**src/rtl/tw_cond_pkg.sv**
```systemverilog
package tw_cond_pkg;

    // Number of conditioned lines and their lane positions
    localparam int LINES      = 2;
    localparam int SCL_LANE   = 0;
    localparam int SDA_LANE   = 1;

    // Defaults for the filter configuration
    localparam int NSEL_W_DEF = 4;
    localparam int BASE_W_DEF = 3;
    localparam int SYNC_DEF   = 2;

    // Filtered pair of bus levels
    typedef struct packed {
        logic sda;
        logic scl;
    } line_pair_t;

    // Events derived from the filtered pair
    typedef struct packed {
        logic stop;
        logic start;
    } bus_evt_t;

    // Width of a counter able to hold base + 2**nsel_w - 1
    function automatic int cnt_bits(input int base_w, input int nsel_w);
        return $clog2(base_w + (1 << nsel_w));
    endfunction

endpackage

```
**src/rtl/tw_sync2.sv**
```systemverilog
module tw_sync2 #(
    parameter int   STAGES    = 2,
    parameter logic RESET_VAL = 1'b1
) (
    input  logic clk,
    input  logic rst,
    input  logic d,
    output logic q
);
    logic [STAGES-1:0] chain;

    always_ff @(posedge clk) begin
        if (rst) begin
            chain <= {STAGES{RESET_VAL}};
        end else begin
            chain <= {chain[STAGES-2:0], d};
        end
    end

    assign q = chain[STAGES-1];

endmodule

```
**src/rtl/tw_stab_filter.sv**
```systemverilog
module tw_stab_filter #(
    parameter int   CNT_W     = 5,
    parameter logic RESET_VAL = 1'b1
) (
    input  logic             clk,
    input  logic             rst,
    input  logic             din,
    input  logic [CNT_W-1:0] limit_m1,
    output logic             q
);
    logic [CNT_W-1:0] run_len;
    logic             level;
    logic             differs;
    logic             reached;

    assign differs = (din != level);
    assign reached = (run_len == limit_m1);

    always_ff @(posedge clk) begin
        if (rst) begin
            level   <= RESET_VAL;
            run_len <= '0;
        end else if (!differs) begin
            run_len <= '0;
        end else if (reached) begin
            level   <= din;
            run_len <= '0;
        end else begin
            run_len <= run_len + 1'b1;
        end
    end

    assign q = level;

endmodule

```
**src/rtl/tw_bus_event.sv**
```systemverilog
module tw_bus_event
    import tw_cond_pkg::*;
(
    input  logic       clk,
    input  logic       rst,
    input  line_pair_t lines,
    output bus_evt_t   evt,
    output logic       busy
);
    line_pair_t prev;
    logic       scl_held;

    always_ff @(posedge clk) begin
        if (rst) begin
            prev <= '{sda: 1'b1, scl: 1'b1};
        end else begin
            prev <= lines;
        end
    end

    assign scl_held  = prev.scl & lines.scl;
    assign evt.start = scl_held & prev.sda & ~lines.sda;
    assign evt.stop  = scl_held & ~prev.sda & lines.sda;

    always_ff @(posedge clk) begin
        if (rst) begin
            busy <= 1'b0;
        end else if (evt.start) begin
            busy <= 1'b1;
        end else if (evt.stop) begin
            busy <= 1'b0;
        end
    end

endmodule

```
**src/rtl/tw_line_conditioner.sv**
```systemverilog
module tw_line_conditioner
    import tw_cond_pkg::*;
#(
    parameter int NSEL_W      = NSEL_W_DEF,
    parameter int BASE_WIDTH  = BASE_W_DEF,
    parameter int SYNC_STAGES = SYNC_DEF
) (
    input  logic              clk,
    input  logic              rst,
    input  logic              scl_in,
    input  logic              sda_in,
    input  logic [NSEL_W-1:0] nf_sel,
    output logic              scl_o,
    output logic              sda_o,
    output logic              start_o,
    output logic              stop_o,
    output logic              busy_o
);
    localparam int CNT_W = cnt_bits(BASE_WIDTH, NSEL_W);

    logic [LINES-1:0] raw;
    logic [LINES-1:0] synced;
    logic [LINES-1:0] filt;
    logic [CNT_W-1:0] limit_m1;
    line_pair_t       pair;
    bus_evt_t         evt;

    assign raw[SCL_LANE] = scl_in;
    assign raw[SDA_LANE] = sda_in;

    // Accept after BASE_WIDTH + N consecutive differing samples
    assign limit_m1 = CNT_W'(BASE_WIDTH - 1) + CNT_W'(nf_sel);

    for (genvar g = 0; g < LINES; g++) begin : g_lane
        tw_sync2 #(
            .STAGES    (SYNC_STAGES),
            .RESET_VAL (1'b1)
        ) u_sync (
            .clk (clk),
            .rst (rst),
            .d   (raw[g]),
            .q   (synced[g])
        );

        tw_stab_filter #(
            .CNT_W     (CNT_W),
            .RESET_VAL (1'b1)
        ) u_filt (
            .clk      (clk),
            .rst      (rst),
            .din      (synced[g]),
            .limit_m1 (limit_m1),
            .q        (filt[g])
        );
    end

    assign pair.scl = filt[SCL_LANE];
    assign pair.sda = filt[SDA_LANE];

    tw_bus_event u_evt (
        .clk   (clk),
        .rst   (rst),
        .lines (pair),
        .evt   (evt),
        .busy  (busy_o)
    );

    assign scl_o   = pair.scl;
    assign sda_o   = pair.sda;
    assign start_o = evt.start;
    assign stop_o  = evt.stop;

endmodule

```
**config.mk**
```make
export PLATFORM = sky130hd
export DESIGN_NAME = tw_line_conditioner
export DESIGN_NICKNAME = d
export VERILOG_FILES = /design/src/rtl/tw_cond_pkg.sv /design/src/rtl/tw_sync2.sv /design/src/rtl/tw_stab_filter.sv /design/src/rtl/tw_bus_event.sv /design/src/rtl/tw_line_conditioner.sv
export SDC_FILE = /design/constraint.sdc
export NUM_CORES = 1
export LEC_CHECK = 0
export ABC_AREA = 1
export CORE_AREA = 2 2 56 58
export DETAILED_ROUTE_END_ITERATION = 10
export DIE_AREA = 0 0 58 60
export GPL_ROUTABILITY_DRIVEN = 0
export GPL_TIMING_DRIVEN = 0
export PLACE_DENSITY = 0.65
export REMOVE_ABC_BUFFERS = 1
export SKIP_CTS_REPAIR_TIMING = 1
export SLEW_MARGIN = 0
export SYNTH_ARGS = -nofsm -noshare
export SYNTH_HDL_FRONTEND = slang
export SYNTH_SLANG_ARGS = --single-unit
```
**constraint.sdc**
```tcl
create_clock -name clk -period 1.3 [get_ports clk]
set_input_delay 0.26 -clock clk [delete_from_list [all_inputs] [get_ports clk]]
set_output_delay 0.26 -clock clk [all_outputs]
set_load 0.1 [all_outputs]
```
==> flow_metrics.tcl, run 1 <==
set metrics [dict create \
    worstSetupStartpointType "register" \
    fin_util_pct 43.7 \
    grt_pass1_wl_um 3240 \
    hp-class "reg2reg" \
    cp.required_ns 1.04 \
    synth-seq-cells 19 \
    path_class "reg2out" \
    synth_xor_area_share_pct 7.15 \
    netlist_instances 141 \
    layout_min_cycle_time_ns 1.45 \
    p_int_mw 0.795 \
    gr-total-overflow 0 \
    avgSynthCellArea_sq_um 6.95 \
    syn_area_sq_um 980 \
    ys_warn_count 0 \
    yosysSeqAreaShare_pct 38.8 \
    cts_buffers 3 \
    wl_per_cell_um 9.72 \
    dp_hpwl_um 1390 \
    grt_pass1_vias 824 \
    final_hold_viol_count 0 \
    synth_edf_count 0 \
    layout.nets 169 \
    rsz0062_at_grt "yes" \
    switching_share_pct 29.7 \
    vdd_drop_max_v 0.000570 \
    core_sq_um 2900 \
    worstMarginPinSlew_ns 0.393 \
    drc 0 \
    drt-initial-drc-count 22 \
    synth_area_leaders "dfxtp_1 39%, nand2_1 16%, nand3_1 7.7%, inv_1 6.9%, nor2_1 6.1%" \
    clockBufferDepth 2 \
    synth-compound-area-share_pct 2.55 \
    wl_um 1850 \
    setup_viol 2 \
    arrival_ns 1.19 \
    worstPathMaxFanout 4 \
    synth_mux_area_share_pct 0 \
    seqPwrFrac_pct 53.9 \
    fmax_mhz 688 \
    clk_pin_slew_ns 0.11 \
    htreeDepth 1 \
    clock_sinks 19 \
    whs_path_depth 1 \
    insertedDiodeCount 0 \
    antenna_found_initial 0 \
    status "finished, violations left" \
    synth_top_area_share_pct 38.8 \
    synth_adder_area_share_pct 3.83 \
    yosys_most_used_dff "dfxtp_1" \
    synth_cell_type_count 16 \
    cts_tree "built" \
    dr.pass1.iters 4 \
    io_pins 13 \
    setup_tns_ns -0.240 \
    synthMostInstantiatedCell "nand2_1" \
    grt_usage_pct 12.1 \
    drv_slew 0 \
    clock_latency_ns 0.30 \
    ant_nets 0 \
    yosysTopAreaCell "dfxtp_1" \
    port_buffers 12 \
    maxCapViolations 0 \
    leakage_nw 0.566 \
    p_per_area_nw_per_um2 892 \
    power.switching_mw 0.336 \
    fin_ws_ns -0.154 \
    maxSlewHeadroom_pct 73.7 \
    fp.dieW_um 58 \
    via_per_inst 4.62 \
    critPathCaptureType "output pin" \
    violations "setup timing" \
    grt_max_degree 12 \
    min_period_over_period_pct 112 \
    die-area_sq_um 3480 \
    root_buffer "clkbuf_4" \
    initial_core_util_pct 33.8 \
    synthTopCellsByCount "42 x nand2_1, 19 x dfxtp_1, 18 x inv_1" \
    syn_to_final_growth_pct 29.4 \
    combPwrFrac_pct 19.7 \
    reg2reg_depth 7 \
    async_reset_ff_share_pct 0 \
    synth-simple-area-share_pct 40.0 \
    die_h_um 60 \
    clkPwrFrac_pct 26.4 \
    fin_skew_ns 0.0110 \
    layout-drive-gt1-share_pct 22.3 \
    vias 877 \
    synth_top_family_by_area "simple AND/OR/NAND/NOR gates" \
    rows 20 \
]
-- path summary, 6_finish.rpt --
check	start	endpoint	slack, ns
hold reg to reg	g_lane[1].u_sync.chain[0]	g_lane[1].u_sync.chain[1]	0.42
setup reg to reg	g_lane[1].u_filt.run_len[0]	g_lane[1].u_filt.run_len[0]	0.17
setup / recovery	g_lane[0].u_filt.q	stop_o	-0.15
hold / removal	g_lane[1].u_sync.chain[0]	g_lane[1].u_sync.chain[1]	0.42
-- power by group through the flow --
stage	Combinational (mW)	Sequential [mW]	Clock, mW
3_5_place_dp	0.194	0.623	0
2_1_floorplan	0.105	0.651	0
3_3_place_gp	0.189	0.622	0
4_1_cts	0.195	0.609	0.312
6_report	0.222	0.610	0.299
5_1_grt	0.243	0.612	0.336
-- per-stage QoR --
step / power (mW) / setup WS (ns) / cells / area [sq um] / hold slack [ns]
after floorplan: 0.756 / -2.46 / 140 / 972 / 0.332
after global placement: 0.811 / -0.812 / 185 / 1130 / 0.393
after detailed placement: 0.817 / -0.805 / 185 / 1130 / 0.392
after CTS: 1.12 / -1.18 / 189 / 1160 / 0.417
after global routing: 1.19 / -0.205 / 190 / 1270 / 0.430
final: 1.13 / -0.154 / 190 / 1270 / 0.417
-- placed cells by master, fill, tap and decap left out, drive strengths merged --
master         Yosys  final
a21oi              3      3
buf                1      4
clkbuf             0      5
clkdlybuf4s50      0      3
clkinv             0      1
dfxtp             19     19
dlymetal6s2s       0      4
ha                 3      3
inv               18     18
nand2             46     46
nand3             15     15
nand4              4      4
nor2              16     16
nor3               1      1
o21ai              2      2
or2                5      5
xnor2              4      4
xor2               4      4
-- worst max-delay path: stages, from the launching register on --
cell and delay [ns]:
dfxtp_4 0.39, nand2_4 0.07, nor3_4 0.22, buf_12 0.21
-- kinds of logic after synthesis --
group,count (synthesis)
flip-flops,19
AND/OR/NAND/NOR,87
XOR/XNOR,8
AO/OA/AOI/OAI,5
buffers and inverters,19
adder cells (fa/ha/maj),3
-- sequential cells by signal, summed over array words and instances, names as in the netlist --
register,count
g_lane.u_filt.q,2
g_lane.u_filt.run_len,10
g_lane.u_sync.chain,4
u_evt.busy,1
u_evt.prev,2
-- metal layers --
| layer | up-vias | share of wire [%] | GRT usage (%) |
|---|---|---|---|
| met1 | 382 | 45 | 14.5 |
| li1 | 468 | - | - |
| met4 | 0 | 1.5 | 5.98 |
| met2 | 23 | 48 | 20.1 |
| met3 | 4 | 5.1 | 3.03 |
| met5 | - | 0 | 0 |
-- layout make-up --
class | instances | area, sq um
fill | 306 | 1640
tap | 33 | 41.3
timing repair buffer | 13 | 150
clock inverter | 1 | 5.00
clock buffer | 3 | 22.5
inverter | 18 | 70.1
multi-input combinational | 103 | 588
sequential | 19 | 390
(Power assumes the default switching activity.)
==> inputs of run 2 (changes only) <==
CORE_AREA = 2 2 53 55   (was 2 2 56 58)
DIE_AREA = 0 0 55 57   (was 0 0 58 60)
PLACE_DENSITY = 0.7   (was 0.65)
==> flow_metrics.tcl, run 2 (synthesized netlist as in run 1, its figures left out) <==
set metrics [dict create \
    arrival_ns 1.21 \
    clkPwrFrac_pct 26.4 \
    p_int_mw 0.800 \
    largest_register "g_lane.u_filt.run_len" \
    dr.pass1.iters 4 \
    min_period_over_period_pct 113 \
    maxSlewHeadroom_pct 79.9 \
    ant_nets 0 \
    hold_start "g_lane[1].u_sync.chain[0]" \
    fin_util_pct 48.6 \
    largest_register_ffs 10 \
    dp_hpwl_um 1410 \
    most-common-layout-cells "39 x nand2_1, 16 x inv_1, 16 x dfxtp_1" \
    core_sq_um 2620 \
    cts_buffers 3 \
    syn_to_final_growth_pct 29.6 \
    cts_tree "built" \
    hold-worst-slack_ns 0.425 \
    critPathCaptureType "output pin" \
    initial_core_util_pct 37.5 \
    root_buffer "clkbuf_4" \
    vias 888 \
    gr-total-overflow 0 \
    io_pins 13 \
    grt_pass1_wl_um 3170 \
    grt_pass1_vias 846 \
    drv_slew 0 \
    grt_usage_pct 13.3 \
    largestRegisters "g_lane.u_filt.run_len (10), g_lane.u_sync.chain (4)" \
    setup_viol 2 \
    layout_min_cycle_time_ns 1.47 \
    fp.dieW_um 55 \
    whs_path_depth 1 \
    clock_latency_ns 0.30 \
    final_hold_viol_count 0 \
    drc 0 \
    ff_latch_area_sq_um 389 \
    worstMarginPinSlew_ns 0.303 \
    combPwrFrac_pct 19.7 \
    path_class "reg2out" \
    p_per_area_nw_per_um2 890 \
    drt-initial-drc-count 4 \
    fmax_mhz 682 \
    fin_skew_ns 0.00107 \
    worstPathMaxFanout 3 \
    r2r_start "g_lane[1].u_filt.run_len[0]" \
    grt_max_degree 11 \
    clockBufferDepth 2 \
    setup_tns_ns -0.228 \
    cp-startpoint "g_lane[0].u_filt.q" \
    wl_um 1980 \
    vdd_drop_max_v 0.000618 \
    violations "setup timing" \
    antenna_found_initial 0 \
    rsz0062_at_grt "yes" \
    fill_cells 268 \
    cp.required_ns 1.04 \
    via_per_inst 4.65 \
    die_h_um 57 \
    layout-drive-gt1-share_pct 23.1 \
    clock_sinks 19 \
    htreeDepth 1 \
    layout.nets 172 \
    port_buffers 12 \
    status "finished, violations left" \
    multi_input_comb_area_sq_um 573 \
    clk_pin_slew_ns 0.10 \
    power.switching_mw 0.331 \
    rows 19 \
    wl_per_cell_um 10.4 \
    die-area_sq_um 3140 \
    switching_share_pct 29.3 \
    insertedDiodeCount 0 \
    leakage_nw 0.570 \
    reg2reg_depth 7 \
    seqPwrFrac_pct 53.9 \
    hp-class "reg2reg" \
    maxCapViolations 0 \
    worstSetupStartpointType "register" \
    layout_commonest_cell "nand2_1" \
    fin_ws_ns -0.167 \
]
## run 2: changes by cell type in the layout (fill, tap and decap cells not counted), sizes merged
cell / delta
clkbuf: +2
clkinv: -1
buf: +3
dlymetal6s2s: -1
## run 2: layout make-up
type / instances / area share, %
repair buffers: 16 / 13.6
clock buffers: 4 / 2.07
well taps: 31 / 3.05
multi-input cells: 103 / 45.1
flip-flops and latches: 19 / 30.6
inverters: 18 / 5.52
## run 2: power groups by stage
| stage | clock [mW] | sequential, mW | combinational [mW] |
|---|---|---|---|
| 6_report | 0.299 | 0.610 | 0.223 |
| 4_1_cts | 0.305 | 0.610 | 0.195 |
| 5_1_grt | 0.342 | 0.612 | 0.243 |
| 2_1_floorplan | 0 | 0.651 | 0.105 |
| 3_5_place_dp | 0 | 0.623 | 0.193 |
| 3_3_place_gp | 0 | 0.622 | 0.189 |
## run 2: path summary, 6_finish.rpt
| path | to | slack (ns) |
|---|---|---|
| setup / recovery | stop_o | -0.17 |
| hold / removal | g_lane[1].u_sync.chain[1] | 0.42 |
| setup reg to reg | g_lane[1].u_filt.run_len[0] | 0.12 |
| hold reg to reg | g_lane[1].u_sync.chain[1] | 0.42 |
## run 2: routing by layer
layer	vias up	global-route usage [%]	wire [um]
met3	5	2.09	89
met2	16	23.1	1000
met1	391	15.0	848
met4	0	6.97	42
li1	476	-	-
met5	-	0	0
## run 2: worst max-delay path: stages (launching register included)
cell	delay, ns
dfxtp_4	0.38
nand2_4	0.07
nor3_4	0.24
buf_12	0.21
## run 2: per-stage QoR
| step | cell area, sq um | worst slack, ns | total power, mW | cells |
|---|---|---|---|---|
| finish | 1270 | -0.167 | 1.13 | 191 |
| global route | 1270 | -0.224 | 1.20 | 191 |
| CTS | 1160 | -1.24 | 1.11 | 187 |
| detailed placement | 1130 | -0.879 | 0.816 | 183 |
| global placement | 1130 | -0.813 | 0.811 | 183 |
| floorplan | 972 | -2.46 | 0.756 | 140 |
==> inputs of run 3 (changes only) <==
ABC_CLOCK_PERIOD_IN_PS = 1300   (was unset)
SKIP_CTS_REPAIR_TIMING = unset   (was 1)
==> flow_metrics.tcl, run 3 (synthesized netlist as in run 1, its figures left out) <==
set metrics [dict create \
    status "finished, violations left" \
    violations "setup timing" \
    clockBufferDepth 2 \
    die-area_sq_um 3140 \
    drc 0 \
    wl_per_cell_um 10.3 \
    grt_pass1_vias 870 \
    dp_hpwl_um 1410 \
    vdd_drop_max_v 0.000634 \
    maxCapViolations 0 \
    fmax_mhz 707 \
    largest_register_ffs 10 \
    clk_pin_slew_ns 0.10 \
    holdBufCountCts 0 \
    worstMarginPinSlew_ns 0.280 \
    p_int_mw 0.805 \
    arrival_ns 1.15 \
    total_power_mw 1.14 \
    grt_max_degree 11 \
    insertedDiodeCount 0 \
    fp.dieW_um 55 \
    drt-initial-drc-count 3 \
    grt_usage_pct 14.7 \
    syn_to_final_growth_pct 31.4 \
    largest_register "g_lane.u_filt.run_len" \
    clock_sinks 19 \
    dr.pass1.iters 4 \
    maxSlewHeadroom_pct 81.5 \
    gr-total-overflow 0 \
    drv_slew 0 \
    cts_buffers 3 \
    initial_core_util_pct 37.5 \
    fill_cells 262 \
    fin_skew_ns 0.00106 \
    clkPwrFrac_pct 26.1 \
    cp.required_ns 1.04 \
    critPathCaptureType "output pin" \
    final_hold_viol_count 0 \
    layout-drive-gt1-share_pct 23.1 \
    layout.nets 172 \
    largestRegisters "g_lane.u_filt.run_len (10), g_lane.u_sync.chain (4)" \
    leakage_nw 0.565 \
    place_ws_ns -0.879 \
    combPwrFrac_pct 20.2 \
    most-common-layout-cells "39 x nand2_1, 16 x inv_1, 16 x dfxtp_1" \
    fin_ws_ns -0.115 \
    grt_pass1_wl_um 3510 \
    io_pins 13 \
    rows 19 \
    p_per_area_nw_per_um2 882 \
    path_class "reg2out" \
    worstPathMaxFanout 3 \
    layout_min_cycle_time_ns 1.41 \
    setup_viol 2 \
    wl_um 1960 \
    clock_latency_ns 0.30 \
    multi_input_comb_area_sq_um 588 \
    setup_tns_ns -0.201 \
    layout_commonest_cell "nand2_1" \
    min_period_over_period_pct 109 \
    via_per_inst 4.66 \
    port_buffers 12 \
    fin_util_pct 49.2 \
    ant_nets 0 \
    core_sq_um 2620 \
    rsz0062_at_grt "yes" \
    antenna_found_initial 0 \
    die_h_um 57 \
    ff_latch_area_sq_um 389 \
    hp-class "reg2reg" \
    htreeDepth 1 \
    vias 891 \
    switching_share_pct 29.1 \
    seqPwrFrac_pct 53.6 \
    cts_tree "built" \
    power.switching_mw 0.330 \
    root_buffer "clkbuf_4" \
    worstSetupStartpointType "register" \
]
[run 3: changes by cell type in the layout (fill, tap and decap cells not counted)]
| cell | delta |
|---|---|
| buf_4 | +2 |
| clkbuf_2 | -1 |
| clkbuf_4 | -2 |
| clkdlybuf4s15_2 | +1 |
| dlygate4sd2_1 | +1 |
| dlymetal6s2s_1 | -1 |
| ha_2 | -1 |
| ha_4 | +1 |
| nand2_2 | -1 |
| nand2_4 | +1 |
[run 3: critical path, cell delays in order, from the launching register on]
cell and delay (ns):
dfxtp_4 0.38, inv_4 0.05, nor3_4 0.22, buf_12 0.21
[run 3: final cells by class]
type,instances,share of cell area (%)
sequential,19,30.2
multi-input combinational,103,45.7
clock buffer,4,2.04
timing repair buffer,16,13.6
tap,31,3.01
inverter,18,5.44
[run 3: through the flow]
stage	cells	cell area (sq um)	hold slack, ns
floorplan	140	972	0.332
global placement	183	1130	0.393
detailed placement	183	1130	0.402
CTS	190	1270	0.427
global route	191	1290	0.450
finish	191	1290	0.422
[run 3: path summary, 6_finish.rpt]
kind,to,startpoint,slack [ns],cells past startpoint
setup / recovery,stop_o,g_lane[1].u_filt.q,-0.11,3
hold / removal,g_lane[0].u_sync.chain[1],g_lane[0].u_sync.chain[0],0.42,1
setup reg to reg,g_lane[1].u_filt.run_len[2],g_lane[1].u_filt.run_len[0],0.15,7
hold reg to reg,g_lane[0].u_sync.chain[1],g_lane[0].u_sync.chain[0],0.42,1
[run 3: timing repair]
action	in CTS	in global routing
endpoints found under the setup margin	17	15
buffers inserted	3	1
hold endpoints to repair	0	0
resized for setup	60	5
pin swaps	2	1
[run 3: per-layer routing]
metal | up-vias | track usage [%] | share of wire (%) | wire (um)
met5 | - | 0 | 0 | 0
met4 | 0 | 6.27 | 2.2 | 43
met3 | 5 | 2.09 | 4.2 | 83
met2 | 16 | 25.7 | 52 | 1010
met1 | 393 | 17.4 | 42 | 822
li1 | 477 | - | - | -
[run 3: power groups by stage]
stage	Sequential, mW	Combinational (mW)	Clock (mW)
2_1_floorplan	0.651	0.105	0
3_3_place_gp	0.622	0.189	0
3_5_place_dp	0.623	0.193	0
4_1_cts	0.609	0.226	0.305
5_1_grt	0.612	0.252	0.342
6_report	0.609	0.230	0.297
